**src/rtl/hcr_pkg.sv**
```systemverilog
package hcr_pkg;
  localparam int WORD_W = 32;
  localparam logic [7:0] OFS_STAT = 8'h30;
  localparam logic [7:0] OFS_MASK = 8'h34;
  localparam logic [7:0] OFS_REQ  = 8'h40;
  localparam logic [7:0] OFS_RSP  = 8'h44;
  localparam int MASK_BIT = 3;
  localparam logic [WORD_W-1:0] NO_REPLY = '1;
endpackage

```
**src/rtl/hcr_rst_sync.sv**
```systemverilog
module hcr_rst_sync (
  input  logic clk,
  input  logic arst_n,
  output logic rst_n
);
  logic [1:0] sync_q;

  always_ff @(posedge clk or negedge arst_n) begin
    if (!arst_n) sync_q <= 2'b00;
    else         sync_q <= {sync_q[0], 1'b1};
  end

  assign rst_n = sync_q[1];
endmodule

```
**src/rtl/hcr_fifo.sv**
```systemverilog
module hcr_fifo #(
  parameter int DW    = 32,
  parameter int DEPTH = 8
) (
  input  logic          clk,
  input  logic          rst_n,
  input  logic          push,
  input  logic [DW-1:0] din,
  input  logic          pop,
  output logic [DW-1:0] dout,
  output logic          full,
  output logic          empty
);
  localparam int AW = (DEPTH > 1) ? $clog2(DEPTH) : 1;
  localparam int CW = $clog2(DEPTH + 1);

  logic [DW-1:0] mem [DEPTH];
  logic [AW-1:0] wr_q, wr_d, rd_q, rd_d;
  logic [CW-1:0] cnt_q, cnt_d;
  logic          do_push, do_pop;

  assign full    = (cnt_q == CW'(DEPTH));
  assign empty   = (cnt_q == '0);
  assign do_push = push & ~full;
  assign do_pop  = pop & ~empty;
  assign dout    = mem[rd_q];

  always_comb begin
    wr_d = wr_q;
    rd_d = rd_q;
    if (do_push) wr_d = (wr_q == AW'(DEPTH - 1)) ? '0 : wr_q + AW'(1);
    if (do_pop)  rd_d = (rd_q == AW'(DEPTH - 1)) ? '0 : rd_q + AW'(1);
    case ({do_push, do_pop})
      2'b10:   cnt_d = cnt_q + CW'(1);
      2'b01:   cnt_d = cnt_q - CW'(1);
      default: cnt_d = cnt_q;
    endcase
  end

  always_ff @(posedge clk or negedge rst_n) begin
    if (!rst_n) begin
      wr_q  <= '0;
      rd_q  <= '0;
      cnt_q <= '0;
    end else begin
      wr_q  <= wr_d;
      rd_q  <= rd_d;
      cnt_q <= cnt_d;
    end
  end

  always_ff @(posedge clk) begin
    if (do_push) mem[wr_q] <= din;
  end
endmodule

```
**src/rtl/hcr_host_regs.sv**
```systemverilog
module hcr_host_regs
  import hcr_pkg::*;
#(
  parameter int ADDR_W = 8
) (
  input  logic              clk,
  input  logic              rst_n,
  input  logic              host_valid,
  input  logic              host_we,
  input  logic [ADDR_W-1:0] host_addr,
  input  logic [WORD_W-1:0] host_wdata,
  input  logic              req_full,
  input  logic              rsp_empty,
  input  logic [WORD_W-1:0] rsp_head,
  output logic              req_push,
  output logic              rsp_pop,
  output logic              ovf,
  output logic              mask_off,
  output logic [WORD_W-1:0] host_rdata,
  output logic              host_rvalid
);
  logic wr, rd, hit_req, hit_rsp, hit_stat, hit_mask;
  logic ovf_d, mask_d, rvalid_d;
  logic [WORD_W-1:0] rdata_d;

  assign wr       = host_valid & host_we;
  assign rd       = host_valid & ~host_we;
  assign hit_req  = (host_addr == ADDR_W'(OFS_REQ));
  assign hit_rsp  = (host_addr == ADDR_W'(OFS_RSP));
  assign hit_stat = (host_addr == ADDR_W'(OFS_STAT));
  assign hit_mask = (host_addr == ADDR_W'(OFS_MASK));

  assign req_push = wr & hit_req & ~req_full;
  assign rsp_pop  = wr & hit_rsp & (host_wdata == '0) & ~rsp_empty;

  always_comb begin
    ovf_d    = ovf | (wr & hit_req & req_full);
    mask_d   = (wr & hit_mask) ? host_wdata[MASK_BIT] : mask_off;
    rvalid_d = rd;
    rdata_d  = host_rdata;
    if (rd) begin
      if (hit_req)       rdata_d = {{(WORD_W-1){1'b0}}, req_full};
      else if (hit_rsp)  rdata_d = rsp_empty ? NO_REPLY : rsp_head;
      else if (hit_stat) rdata_d = {{(WORD_W-2){1'b0}}, ovf, ~rsp_empty};
      else if (hit_mask) rdata_d = {{(WORD_W-MASK_BIT-1){1'b0}}, mask_off, {MASK_BIT{1'b0}}};
      else               rdata_d = '0;
    end
  end

  always_ff @(posedge clk or negedge rst_n) begin
    if (!rst_n) begin
      ovf         <= 1'b0;
      mask_off    <= 1'b1;
      host_rdata  <= '0;
      host_rvalid <= 1'b0;
    end else begin
      ovf         <= ovf_d;
      mask_off    <= mask_d;
      host_rdata  <= rdata_d;
      host_rvalid <= rvalid_d;
    end
  end
endmodule

```
**src/rtl/hcr_port.sv**
```systemverilog
module hcr_port
  import hcr_pkg::*;
#(
  parameter int DEPTH  = 8,
  parameter int ADDR_W = 8
) (
  input  logic              clk,
  input  logic              arst_n,
  input  logic              host_valid,
  input  logic              host_we,
  input  logic [ADDR_W-1:0] host_addr,
  input  logic [31:0]       host_wdata,
  output logic [31:0]       host_rdata,
  output logic              host_rvalid,
  input  logic              dev_req_pop,
  output logic [31:0]       dev_req_data,
  output logic              dev_req_valid,
  input  logic              dev_rsp_push,
  input  logic [31:0]       dev_rsp_data,
  output logic              dev_rsp_ready,
  output logic              irq
);
  logic rst_n_s;
  logic req_push, req_full, req_empty;
  logic rsp_pop, rsp_full, rsp_empty;
  logic ovf, mask_off;
  logic [WORD_W-1:0] rsp_head;

  hcr_rst_sync u_rst (.clk(clk), .arst_n(arst_n), .rst_n(rst_n_s));

  hcr_fifo #(.DW(WORD_W), .DEPTH(DEPTH)) u_req_q (
    .clk(clk), .rst_n(rst_n_s),
    .push(req_push), .din(host_wdata),
    .pop(dev_req_pop), .dout(dev_req_data),
    .full(req_full), .empty(req_empty)
  );

  hcr_fifo #(.DW(WORD_W), .DEPTH(DEPTH)) u_rsp_q (
    .clk(clk), .rst_n(rst_n_s),
    .push(dev_rsp_push), .din(dev_rsp_data),
    .pop(rsp_pop), .dout(rsp_head),
    .full(rsp_full), .empty(rsp_empty)
  );

  hcr_host_regs #(.ADDR_W(ADDR_W)) u_regs (
    .clk(clk), .rst_n(rst_n_s),
    .host_valid(host_valid), .host_we(host_we),
    .host_addr(host_addr), .host_wdata(host_wdata),
    .req_full(req_full), .rsp_empty(rsp_empty), .rsp_head(rsp_head),
    .req_push(req_push), .rsp_pop(rsp_pop),
    .ovf(ovf), .mask_off(mask_off),
    .host_rdata(host_rdata), .host_rvalid(host_rvalid)
  );

  assign dev_req_valid = ~req_empty;
  assign dev_rsp_ready = ~rsp_full;
  assign irq           = ~rsp_empty & ~mask_off;
endmodule

```
**config.mk**
```make
export PLATFORM = sky130hd
export DESIGN_NAME = hcr_port
export DESIGN_NICKNAME = d
export VERILOG_FILES = /design/src/rtl/hcr_pkg.sv /design/src/rtl/hcr_rst_sync.sv /design/src/rtl/hcr_fifo.sv /design/src/rtl/hcr_host_regs.sv /design/src/rtl/hcr_port.sv
export SDC_FILE = /design/constraint.sdc
export NUM_CORES = 1
export LEC_CHECK = 0
export CORE_MARGIN = 5
export CORE_UTILIZATION = 45
export DETAILED_ROUTE_END_ITERATION = 7
export GPL_TIMING_DRIVEN = 0
export PLACE_DENSITY = 0.74
export SLEW_MARGIN = 0
export SYNTH_ARGS = -nofsm -noshare
export SYNTH_HDL_FRONTEND = slang
export SYNTH_SLANG_ARGS = --single-unit
```
**constraint.sdc**
```tcl
create_clock -name clk -period 2.7 [get_ports clk]
set_input_delay 0.54 -clock clk [delete_from_list [all_inputs] [get_ports clk]]
set_output_delay 0.54 -clock clk [all_outputs]
set_load 0.03 [all_outputs]
```
---- Word-level counts from Yosys, hierarchy flattened ----
Memory sizes are Yosys's and may differ from the RTL's.
Index checks and enable logic that the tools add are counted.
storage, ports and cells
  flip-flop bits (word level) ............. 57
  memory bits (read-only) ................. 0
  memories kept ........................... 2
  memory bits (writable) .................. 512
  logic and storage cells ................. 76
  input port bits ......................... 78
  latch bits .............................. 0
memories
  memory       words  width  rd ports  clocked after memory_dff  write ports  line            text
  u_req_q.mem  8      32     1         0                         1            hcr_fifo.sv:17  logic [DW-1:0] mem [DEPTH];
  u_rsp_q.mem  8      32     1         0                         1            hcr_fifo.sv:17
cells by class
  muxes and demuxes ....................... 15
  shifts and indexed selects .............. 0
  div/mod/pow operators ................... 0
  reduce and logical (&&, ||, !) cells .... 5
  bitwise logic cells ..................... 21
  magnitude comparators ................... 0
  multiply operators ...................... 0
  add/subtract/negate cells ............... 8
  eq/ne operators ......................... 14
operator list
  kind                                               count
  two-way mux 32 bit                                 4
  logical NOT 32 bit                                 1
  == test 8 x 6 -> 1 bit (second input constant)     2
  == test 8 x 7 -> 1 bit (second input constant)     2
  case mux 4 bit (2 select lines)                    2
  bitwise AND 1 bit                                  14
  adder 3 x 1 -> 3 bit (second input constant)       4
  == test 3 bit (second input constant)              4
  two-way mux 3 bit                                  4
  adder 4 x 1 -> 4 bit (second input constant)       2
  == test 4 bit (second input constant)              2
  logical NOT 4 bit                                  2
  subtractor 4 x 1 -> 4 bit (second input constant)  2
  NOT 1 bit                                          6
  == test 2 x 1 -> 1 bit (second input constant)     2
  == test 2 bit (second input constant)              2
  two-way mux 1 bit                                  4
  two-way mux 4 bit                                  1
  nonzero test 2 bit                                 2
  bitwise OR 1 bit                                   1

---- Logic depth before layout (Yosys ltp) ----
Gate-level depths: netlist (run 1).
  depth after elaboration ................. 7
  mapped depth ............................ 10
  depth with buffers taken out ............ 9

---- By module ----
A second synthesis (run 1) with hierarchy kept.
second synthesis, totals
  cell total of the unflattened synthesis .. 1059
  area, all modules ....................... 22298.9 sq um
by module, submodules not included
  module              cells an instance  times used  area an instance (sq um)
  hcr_fifo (u_req_q)  440                1           10301.1
  hcr_fifo (u_rsp_q)  438                1           10297.4
  hcr_host_regs       175                1           1635.3
  hcr_rst_sync        3                  1           53.8
  hcr_port            3                  1           11.3

---- Least setup slack after synthesis (run 1) ----
No wires, ideal clock.
  path type ............................... register to register
  start ................................... register u_rsp_q.cnt_q[0]
  end ..................................... memory u_rsp_q.mem[0][0] (enable)
  setup time .............................. 0.502 ns
  cell stages (with the launch flop) ...... 5
  arrival time ............................ 4.048 ns
  path buffers ............................ 0
  slack ................................... -1.849 ns
  required time ........................... 2.198 ns
  cell sequence ........................... dfrtp_1 > nor3_1 > nand2_1 > nand2_1 > nor4_1
on the way
  cells in the longest elaborated chain, start to end .. 5
ends and longest elaborated chain
  what                                     line            text
  start: declaration                       hcr_fifo.sv:19  logic [CW-1:0] cnt_q, cnt_d;
  start signal: assignment                 hcr_fifo.sv:48  cnt_q <= cnt_d;
  == test 4 bit                            hcr_fifo.sv:22  assign full = (cnt_q == CW'(DEPTH));
  NOT 1 bit                                n/a
  via dev_rsp_ready                        hcr_port.sv:20  output logic dev_rsp_ready,
  bitwise AND 1 bit                        hcr_fifo.sv:24  assign do_push = push & ~full;
  two-way mux 1 bit                        hcr_fifo.sv:53  if (do_push) mem[wr_q] <= din;
  two-way mux 1 bit (not written as such)  hcr_fifo.sv:53
  end: declaration                         hcr_fifo.sv:17
The timed path passes the listed nets, and every way through them passes these cells.

---- Worst setup path after layout (run 1) ----
  start ................................... register u_req_q.rd_q[0]
  end ..................................... output port dev_req_data[31]
on the way
  cells in the longest elaborated chain, start to end .. 1
ends and longest elaborated chain
  what                      line            text
  start: declaration        hcr_fifo.sv:18  logic [AW-1:0] wr_q, wr_d, rd_q, rd_d;
  start signal: assignment  hcr_fifo.sv:47  rd_q <= rd_d;
  memory read (8 x 32 bit)  n/a
  end: declaration          hcr_port.sv:16  output logic [31:0] dev_req_data,
No other way between the ends.

==> results.cfg, run 1 <==
[layout]
area_growth_pct = 27.25
most-common-layout-cells = edfxtp_1 (512), mux4_2 (128), clkdlybuf4s50_1 (75), clkbuf_16 (56), dfrtp_1 (54)
fin_util = 0.5751
drive_gt1_frac = 0.3368
multi_input_area_sq_um = 5349
final-seq-area_sq_um = 16810
fill_cells = 3403
diodes = 0
final_nets = 1378
layout_commonest_cell = edfxtp_1

[clock_network]
cts-root-buf = clkbuf_16
cts_num_sinks = 569
clk_path_buf_depth = 3
numCtsBuffers = 54
insertion_delay_ns = 0.64
cts_tree = built
hold_buffers = 0
htree_levels = 2
path_clk_slew_ns = 0.06

[drt]
first_pass_iters = 5
postRouteAntennaNets = 0
vias = 11190
drt_wl_total_um = 50590
drc = 0
wl_per_cell_um = 25.91
via_per_inst = 5.735
drtIter0Drc = 1037

[outcome]
violations = negative setup slack
outcome = finished with violations

[hold_path]
min_path_type = in2async

[synthesis]
synth_top_area_frac = 0.7008
postSynth.asyncResetShare = 0.1002
synthCells = 1014
post_synth.cell_area_avg_sq_um = 21.64
syn_nets = 1108
netlist_area_sq_um = 21940
synth-seq-cells = 569
ys.warnings.count = 0
yosys.area.top_type = edfxtp_1
ys_types = 42
synth-edff-count = 512
seq_area_frac_synth = 0.7658
ys_top_cells_by_area = edfxtp_1 (70%), mux4_2 (13%), dfrtp_1 (6.4%)
synth_flop_cell = edfxtp_1

[placement]
dp_hpwl_um = 30660
pre_cts_ws_ns = -1.519
gp_congestion = 0.7610
port_buffers = 144

[worst_setup_path]
worstPathArrival_ns = 2.50
startpoint = u_req_q.rd_q[0]
rrSetupSlack_ns = 0.15
worst_setup_path_start_kind = register
regToRegStartpoint = u_rsp_q.cnt_q[0]
cp_max_fo = 5
reg2regPathDepth = 10
cp.required_ns = 2.16
end_kind = output port
critPathKind = reg2out
endpoint = dev_req_data[31]
r2r_end = u_rsp_q.cnt_q[3]

[sta]
worst_hold_slack_ns = 0.1126
drv_slew = 0
fin_skew_ns = 0.05484
slew_headroom = 0.3857
fin_ws_ns = -0.3398
rsz0062_at_grt = true
finalCriticalPeriod_ns = 3.040
post-route-period-util = 1.126
hold_violations = 0
worst_pin_slew_ns = 0.9185
fin_tns_setup_ns = -7.333
finalSetupViolCount = 32
max_freq_mhz = 329.0

[power]
p_leak_nw = 9.489
powerDensity_nw_per_um2 = 916.4
ir_drop_uv = 593.8
power_mw = 25.59

[floorplanning]
start_util = 0.4519
die_w_um = 230.8
die_area_sq_um = 53270
core_sq_um = 48550
die_h_um = 230.8
ios = 146
rows = 81

[grt]
grt_first_pass_wirelength_um = 75340
first_global_vias = 11810
antenna_found_initial = 6
grt_util_all_layers = 0.1876
grt_max_degree = 56
grt_overflow = 0

[job]
maxCapViolations = 0
[where the power goes]
part           switching [mW]  leakage [nW]  internal, mW
Combinational            3.24          3.15          3.50
Clock                    3.38         0.962          4.80
Sequential              0.348          5.38          10.3
[worst min-delay path by stage]
stage / start / endpoint / cells past startpoint
CTS: arst_n / u_rst.sync_q[1] / 1
global placement: u_rst.sync_q[0] / u_rst.sync_q[1] / 0
global route: arst_n / u_rst.sync_q[1] / 1
floorplan: arst_n / u_rst.sync_q[0] / 0
finish: arst_n / u_rst.sync_q[1] / 1
detailed placement: u_rst.sync_q[0] / u_rst.sync_q[1] / 0
[cell families (layout without fill, tap and decap cells)]
group           count (synthesis)  after routing  share of synthesized area
compound gates                 45             45                    0.01466
buf+inv                        59            375                    0.01146
simple gates                  113            113                    0.02663
flops                         569            569                     0.7658
fa+ha+maj                      16             16                   0.009809
mux                           205            205                     0.1690
other cells                     1              1                  0.0001709
xor+xnor                        6              6                   0.002395
[flip-flops by register name (all words and copies together), names as in the netlist]
signal / cells
u_regs.ovf: 1
u_req_q.cnt_q: 4
u_rst.sync_q: 2
u_rsp_q.wr_q: 3
u_req_q.rd_q: 3
u_regs.mask_off: 1
u_regs.host_rdata: 32
u_req_q.mem: 256
u_regs.host_rvalid: 1
u_req_q.wr_q: 3
u_rsp_q.mem: 256
u_rsp_q.rd_q: 3
u_rsp_q.cnt_q: 4
[metrics by stage]
| step | instance area (sq um) | cells |
|---|---|---|
| final | 27920 | 1952 |
| after global routing | 27920 | 1952 |
| after CTS | 27680 | 1944 |
| after detailed placement | 24820 | 1804 |
| after global placement | 24240 | 1780 |
| after floorplan | 22020 | 1014 |
[critical path, cell delays in order (launching register included)]
cell,delay [ns]
dfrtp_2,0.43
buf_12,0.14
buf_8,0.12
buf_12,0.12
buf_16,0.13
buf_4,0.13
mux4_2,0.41
mux2_4,0.28
buf_6,0.14
[layer usage]
layer	vias up	share of wire	GRT usage
met5	-	0.0014	0
met1	5893	0.39	0.2434
li1	4739	-	-
met4	12	0.024	0.05089
met2	449	0.50	0.3142
met3	101	0.081	0.05411
[what timing repair did]
action | 4_1_cts | 5_1_grt
pin swaps | 15 | 7
buffers inserted | 37 | 8
cloned | 2 | 2
setup endpoints to repair | 220 | 62
gates resized for setup | 356 | 47
[cell usage after synthesis (2+ instances only)]
master,instances
edfxtp_1,512
nor3_1,12
mux2_2,44
mux4_2,128
o21ai_0,6
xor2_1,2
nand2b_1,7
fa_1,2
ha_1,14
nand2_1,43
o221ai_1,2
clkbuf_1,21
a21o_1,4
buf_2,18
mux2i_1,33
nor4b_1,2
a21oi_1,2
nor4_1,10
inv_1,10
dfrtp_1,56
nor4_4,2
o211ai_1,29
nand4_1,3
xnor2_1,4
nor2_1,19
buf_1,9
nand3_1,5
[area by class of cell]
class,count,share of cell area
Timing Repair Buffer,216,0.09398
Clock buffer,60,0.05100
Buffer,47,0.01304
Multi-Input combinational cell,386,0.1916
Clock inverter,42,0.01918
Sequential cell,569,0.6020
Inverter,10,0.001344
Tap cell,622,0.02787
Power figures use the tool's default switching activity.
==> run 2, diff against run 1 <==
Settings changed: SETUP_SLACK_MARGIN set to 0.2.
==> results.cfg, run 2 (synthesized netlist as in run 1, its figures left out) <==
[outcome]
outcome = finished with violations
violations = negative setup slack

[grt]
grt_util_all_layers = 0.1881
met2_usage = 0.3212
grt_max_degree = 56
use_met1 = 0.2451
grt_overflow = 0
grt_busiest_layer = met2
grt_first_pass_wirelength_um = 75040
antenna_found_initial = 7
first_global_vias = 11780
grt_use_met3 = 0.04698

[layout]
layout_commonest_cell = edfxtp_1
most-common-layout-cells = edfxtp_1 (512), mux4_2 (128), clkdlybuf4s50_1 (71), clkbuf_16 (57), dfrtp_1 (49)
final_nets = 1386
final_area_sq_um = 27610
drive_gt1_frac = 0.3338
largestRegisters = u_req_q.mem (256), u_rsp_q.mem (256), u_regs.host_rdata (32)
area_growth_pct = 25.85

[placement]
port_buffers = 144
pre_cts_ws_ns = -1.203
gp_congestion = 0.7151
dp_hpwl_um = 30030
placed_cell_area_sq_um = 24740

[clock_network]
clk_path_buf_depth = 3
htree_levels = 2
cts-root-buf = clkbuf_16
numCtsBuffers = 56
cts_tree = built
cts_num_sinks = 569
path_clk_slew_ns = 0.06
insertion_delay_ns = 0.60
hold_buffers = 0

[worst_setup_path]
end_kind = output port
cp_top_family = multiplexers
path_cells = buf_12 > buf_12 > buf_12 > mux4_2 > mux2_4 > buf_6
worst_setup_path_start_kind = register
critPathKind = reg2out
cp.required_ns = 2.16
cp_max_fo = 7
worstPathArrival_ns = 2.38
cp_slowest_cell = mux4_2
critPathMostFrequentCell = buf_12
cp.buffers_inverters = 4
max_stage_delay_ns = 0.50

[power]
ir_drop_uv = 584.2
powerDensity_nw_per_um2 = 881.0
p_leak_nw = 9.254

[drt]
drc = 0
postRouteAntennaNets = 0
first_pass_iters = 5
drtIter0Drc = 989
via_per_inst = 5.664
vias = 11130
drt_wl_total_um = 50010
wl_per_cell_um = 25.45

[floorplanning]
die_h_um = 230.8
rows = 81
core_sq_um = 48550
ios = 146
start_util = 0.4519
die_area_sq_um = 53270
die_w_um = 230.8

[sta]
fin_ws_ns = -0.2151
post-route-period-util = 1.080
drv_slew = 0
finalSetupViolCount = 32
rsz0062_at_grt = true
fin_skew_ns = 0.01159
worst_pin_slew_ns = 0.9591
finalCriticalPeriod_ns = 2.915
max_freq_mhz = 343.0
hold_violations = 0
slew_headroom = 0.3585

[hold_path]
min_path_type = in2async

[job]
maxCapViolations = 0
==> run 2: per-layer routing <==
metal | part of all wire | vias to the layer above | wire length, um
li1 | - | 4771 | -
met1 | 0.39 | 5901 | 19600
met2 | 0.52 | 373 | 25920
met3 | 0.069 | 76 | 3468
met4 | 0.019 | 8 | 960
met5 | 0.0011 | - | 53
==> run 2: report_power, final <==
group	leakage, nW	internal (mW)	switching [mW]	total, mW
logic	3.03	3.16	3.09	6.25
registers	5.37	10.3	0.338	10.7
clock network	0.851	4.19	3.23	7.41
total	9.25	17.7	6.65	24.3
==> run 2: final timing paths <==
kind | depth (start not counted) | from | slack (ns) | endpoint
hold / removal | 1 | arst_n | 0.1 | u_rst.sync_q[1]
min in group clk | 0 | u_rst.sync_q[0] | 0.35 | u_rst.sync_q[1]
hold reg to reg | 0 | u_rst.sync_q[0] | 0.35 | u_rst.sync_q[1]
setup reg to reg | 11 | u_rsp_q.cnt_q[1] | 0.13 | u_rsp_q.cnt_q[3]
setup / recovery | 6 | u_req_q.rd_q[0] | -0.22 | dev_req_data[8]
max in group asynchronous | 0 | u_rst.sync_q[1] | 1.64 | u_rsp_q.cnt_q[0]
==> run 2: through the flow <==
| step | cells | setup TNS [ns] | hold WS, ns | utilization | power (mW) |
|---|---|---|---|---|---|
| finish | 1965 | -5.144 | 0.09510 | 0.5688 | 24.33 |
| global route | 1962 | -7.606 | 0.09007 | 0.5686 | 25.25 |
| CTS | 1953 | -6.584 | 0.06186 | 0.5660 | 24.39 |
| detailed placement | 1798 | -264.34 | 0.3418 | 0.5096 | 16.14 |
| global placement | 1780 | -489.13 | 0.3385 | 0.5019 | 15.84 |
| floorplan | 1014 | -13.36 | 0.2444 | - | 14.11 |
==> run 2: repair_timing <==
action	CTS	global route
endpoints found under the setup margin	309	54
resized for setup	370	29
pin swaps	26	10
cloned	7	0
setup buffers	43	8
==> run 2: cell type report <==
cell class	count	area [sq um]
Sequential cell	569	16810
Antenna cell	4	10.01
Clock buffer	77	1541
Inverter	10	37.54
Timing Repair Buffer	214	2416
Buffer	49	370.4
Tap cell	622	778.2
Multi-Input combinational cell	392	5443
Clock inverter	28	201.4
Fill cell	3485	20930
==> run 2: worst register-to-register path: stages, from the launching register on <==
cell,delay (ns)
dfrtp_2,0.44
nor4_4,0.07
buf_4,0.13
nand4b_1,0.32
nor4_4,0.28
buf_4,0.19
ha_4,0.17
ha_4,0.20
a21o_1,0.17
a21oi_2,0.14
mux2i_1,0.26
xnor2_1,0.14
==> run 3, diff against run 2 <==
Settings changed: SKIP_LAST_GASP set to 1.
Clock period 2.7 ns to 3.3 ns, I/O delays scaled along.
==> results.cfg, run 3 (synthesized netlist as in run 1, its figures left out) <==
[outcome]
outcome = finished, final reports clean

[layout]
area_growth_pct = 23.43
largestRegisters = u_req_q.mem (256), u_rsp_q.mem (256), u_regs.host_rdata (32)
layout_commonest_cell = edfxtp_1
final-seq-area_sq_um = 16810
final_nets = 1372
diodes = 0
multi_input_area_sq_um = 5091
drive_gt1_frac = 0.3067
most-common-layout-cells = edfxtp_1 (512), mux4_2 (128), clkdlybuf4s50_1 (112), clkbuf_16 (60), dfrtp_1 (54)
fill_cells = 3524

[drt]
postRouteAntennaNets = 0
via_per_inst = 5.598
drc = 0
drtIter0Drc = 746
vias = 10910
drt_wl_total_um = 49090
first_pass_iters = 5
wl_per_cell_um = 25.19

[sta]
max_freq_mhz = 326.0
hold_violations = 0
finalSetupViolCount = 0
fin_skew_ns = 0.02335
fin_ws_ns = 0.2321
drv_slew = 0
rsz0062_at_grt = true
worst_pin_slew_ns = 1.011
slew_headroom = 0.3164
fin_tns_setup_ns = 0
finalCriticalPeriod_ns = 3.068
post-route-period-util = 0.9297

[worst_setup_path]
cp.required_ns = 2.64
worst_setup_path_start_kind = register
end_kind = output port
r2r_end = u_req_q.cnt_q[3]
regToRegStartpoint = u_req_q.cnt_q[0]
critPathKind = reg2out
rrSetupSlack_ns = 0.47
reg2regPathDepth = 9
worstPathArrival_ns = 2.41
cp_max_fo = 6

[power]
pwr-share-seq = 0.441
ir_drop_uv = 586.1
switching_share = 0.2714
internal_power_mw = 14.35
p_leak_nw = 8.918
combPwrFrac = 0.227
clockPowerShare = 0.331
power.switching_mw = 5.344
powerDensity_nw_per_um2 = 727.0

[grt]
grt_max_degree = 56
grt_use_met3 = 0.04341
antenna_found_initial = 3
grt_first_pass_wirelength_um = 72510
first_global_vias = 11510
use_met1 = 0.2335
grt_busiest_layer = met2
grt_overflow = 0
grt_util_all_layers = 0.1800
met2_usage = 0.3082

[floorplanning]
rows = 81
die_h_um = 230.8
core_sq_um = 48550
die_w_um = 230.8
ios = 146
start_util = 0.4519
die_area_sq_um = 53270

[job]
maxCapViolations = 0

[hold_path]
min_path_type = in2async

[clock_network]
cts_tree = built
clk_path_buf_depth = 3
htree_levels = 2
insertion_delay_ns = 0.62
path_clk_slew_ns = 0.07
cts-root-buf = clkbuf_16
numCtsBuffers = 58
cts_num_sinks = 569

[placement]
gp_congestion = 0.7278
pre_cts_ws_ns = -0.9191
dp_hpwl_um = 30440
port_buffers = 144
## run 3: cell count changes in the layout (fill, tap and decap cells not counted), moves of 18 or more
cell,change
mux2_4,-26
buf_2,+18
buf_6,-19
dlygate4sd2_1,-33
clkdlybuf4s50_1,+41
mux2_2,+26
## run 3: worst max-delay path by stage
stage,to,from,slack [ns]
after floorplan,u_rsp_q.mem[2][0],u_rsp_q.cnt_q[0],-0.41
after global placement,u_rsp_q.mem[6][12],dev_rsp_push,-3.10
after detailed placement,u_rsp_q.cnt_q[3],host_addr[4],-0.92
after CTS,u_req_q.mem[7][8],host_addr[4],-0.06
after global routing,dev_req_data[1],u_req_q.rd_q[0],0.17
final,dev_req_data[0],u_req_q.rd_q[0],0.23
## run 3: repair_timing
| action | 4_1_cts | 5_1_grt |
|---|---|---|
| cloned | 1 | 3 |
| setup endpoints to repair | 121 | 152 |
| gates resized for setup | 209 | 42 |
| pin swaps | 5 | 7 |
| setup buffers | 10 | 19 |
| endpoints found under the hold margin | 0 | 0 |
| hold buffers | 0 | 0 |
## run 3: per-layer routing
layer  share of wire  vias to the layer above
li1                -                     4727
met4           0.022                        6
met2            0.51                      417
met3           0.078                       81
met5         0.00077                        -
met1            0.38                     5680
## run 3: worst max-delay path, cell delays in order (launching register included)
cell and delay [ns]:
dfrtp_2 0.40, buf_12 0.14, buf_8 0.13, buf_4 0.11, mux4_2 0.50, mux2_4 0.31, buf_4 0.18
## run 3: metrics by stage
stage               cells  area (sq um)  utilization  power [mW]  hold WS, ns
detailed placement   1807         24730       0.5093       13.14       0.3395
CTS                  1927         26770       0.5515       19.62       0.1681
floorplan            1014         21990            -       11.48       0.3312
finish               1949         27080       0.5578       19.69       0.1980
global placement     1780         24210       0.4987       12.90       0.3384
global route         1949         27080       0.5578       20.46       0.1881
## run 3: final cells by class
cell class	instances	share of cell area
inverter	10	0.001386
sequential	569	0.6206
tap	622	0.02874
multi-input combinational	388	0.1880
clock inverter	26	0.01137
clock buffer	83	0.05965
timing repair buffer	202	0.07646
buffer	49	0.01377
## run 3: power by group through the flow
stage                     logic, mW  registers (mW)  clock network (mW)
after floorplan                2.71            8.77                   0
after global placement         4.07            8.83                   0
after detailed placement       4.32            8.82                   0
after CTS                      4.29            8.69                6.64
after global routing           4.77            8.74                6.96
final                          4.48            8.69                6.52
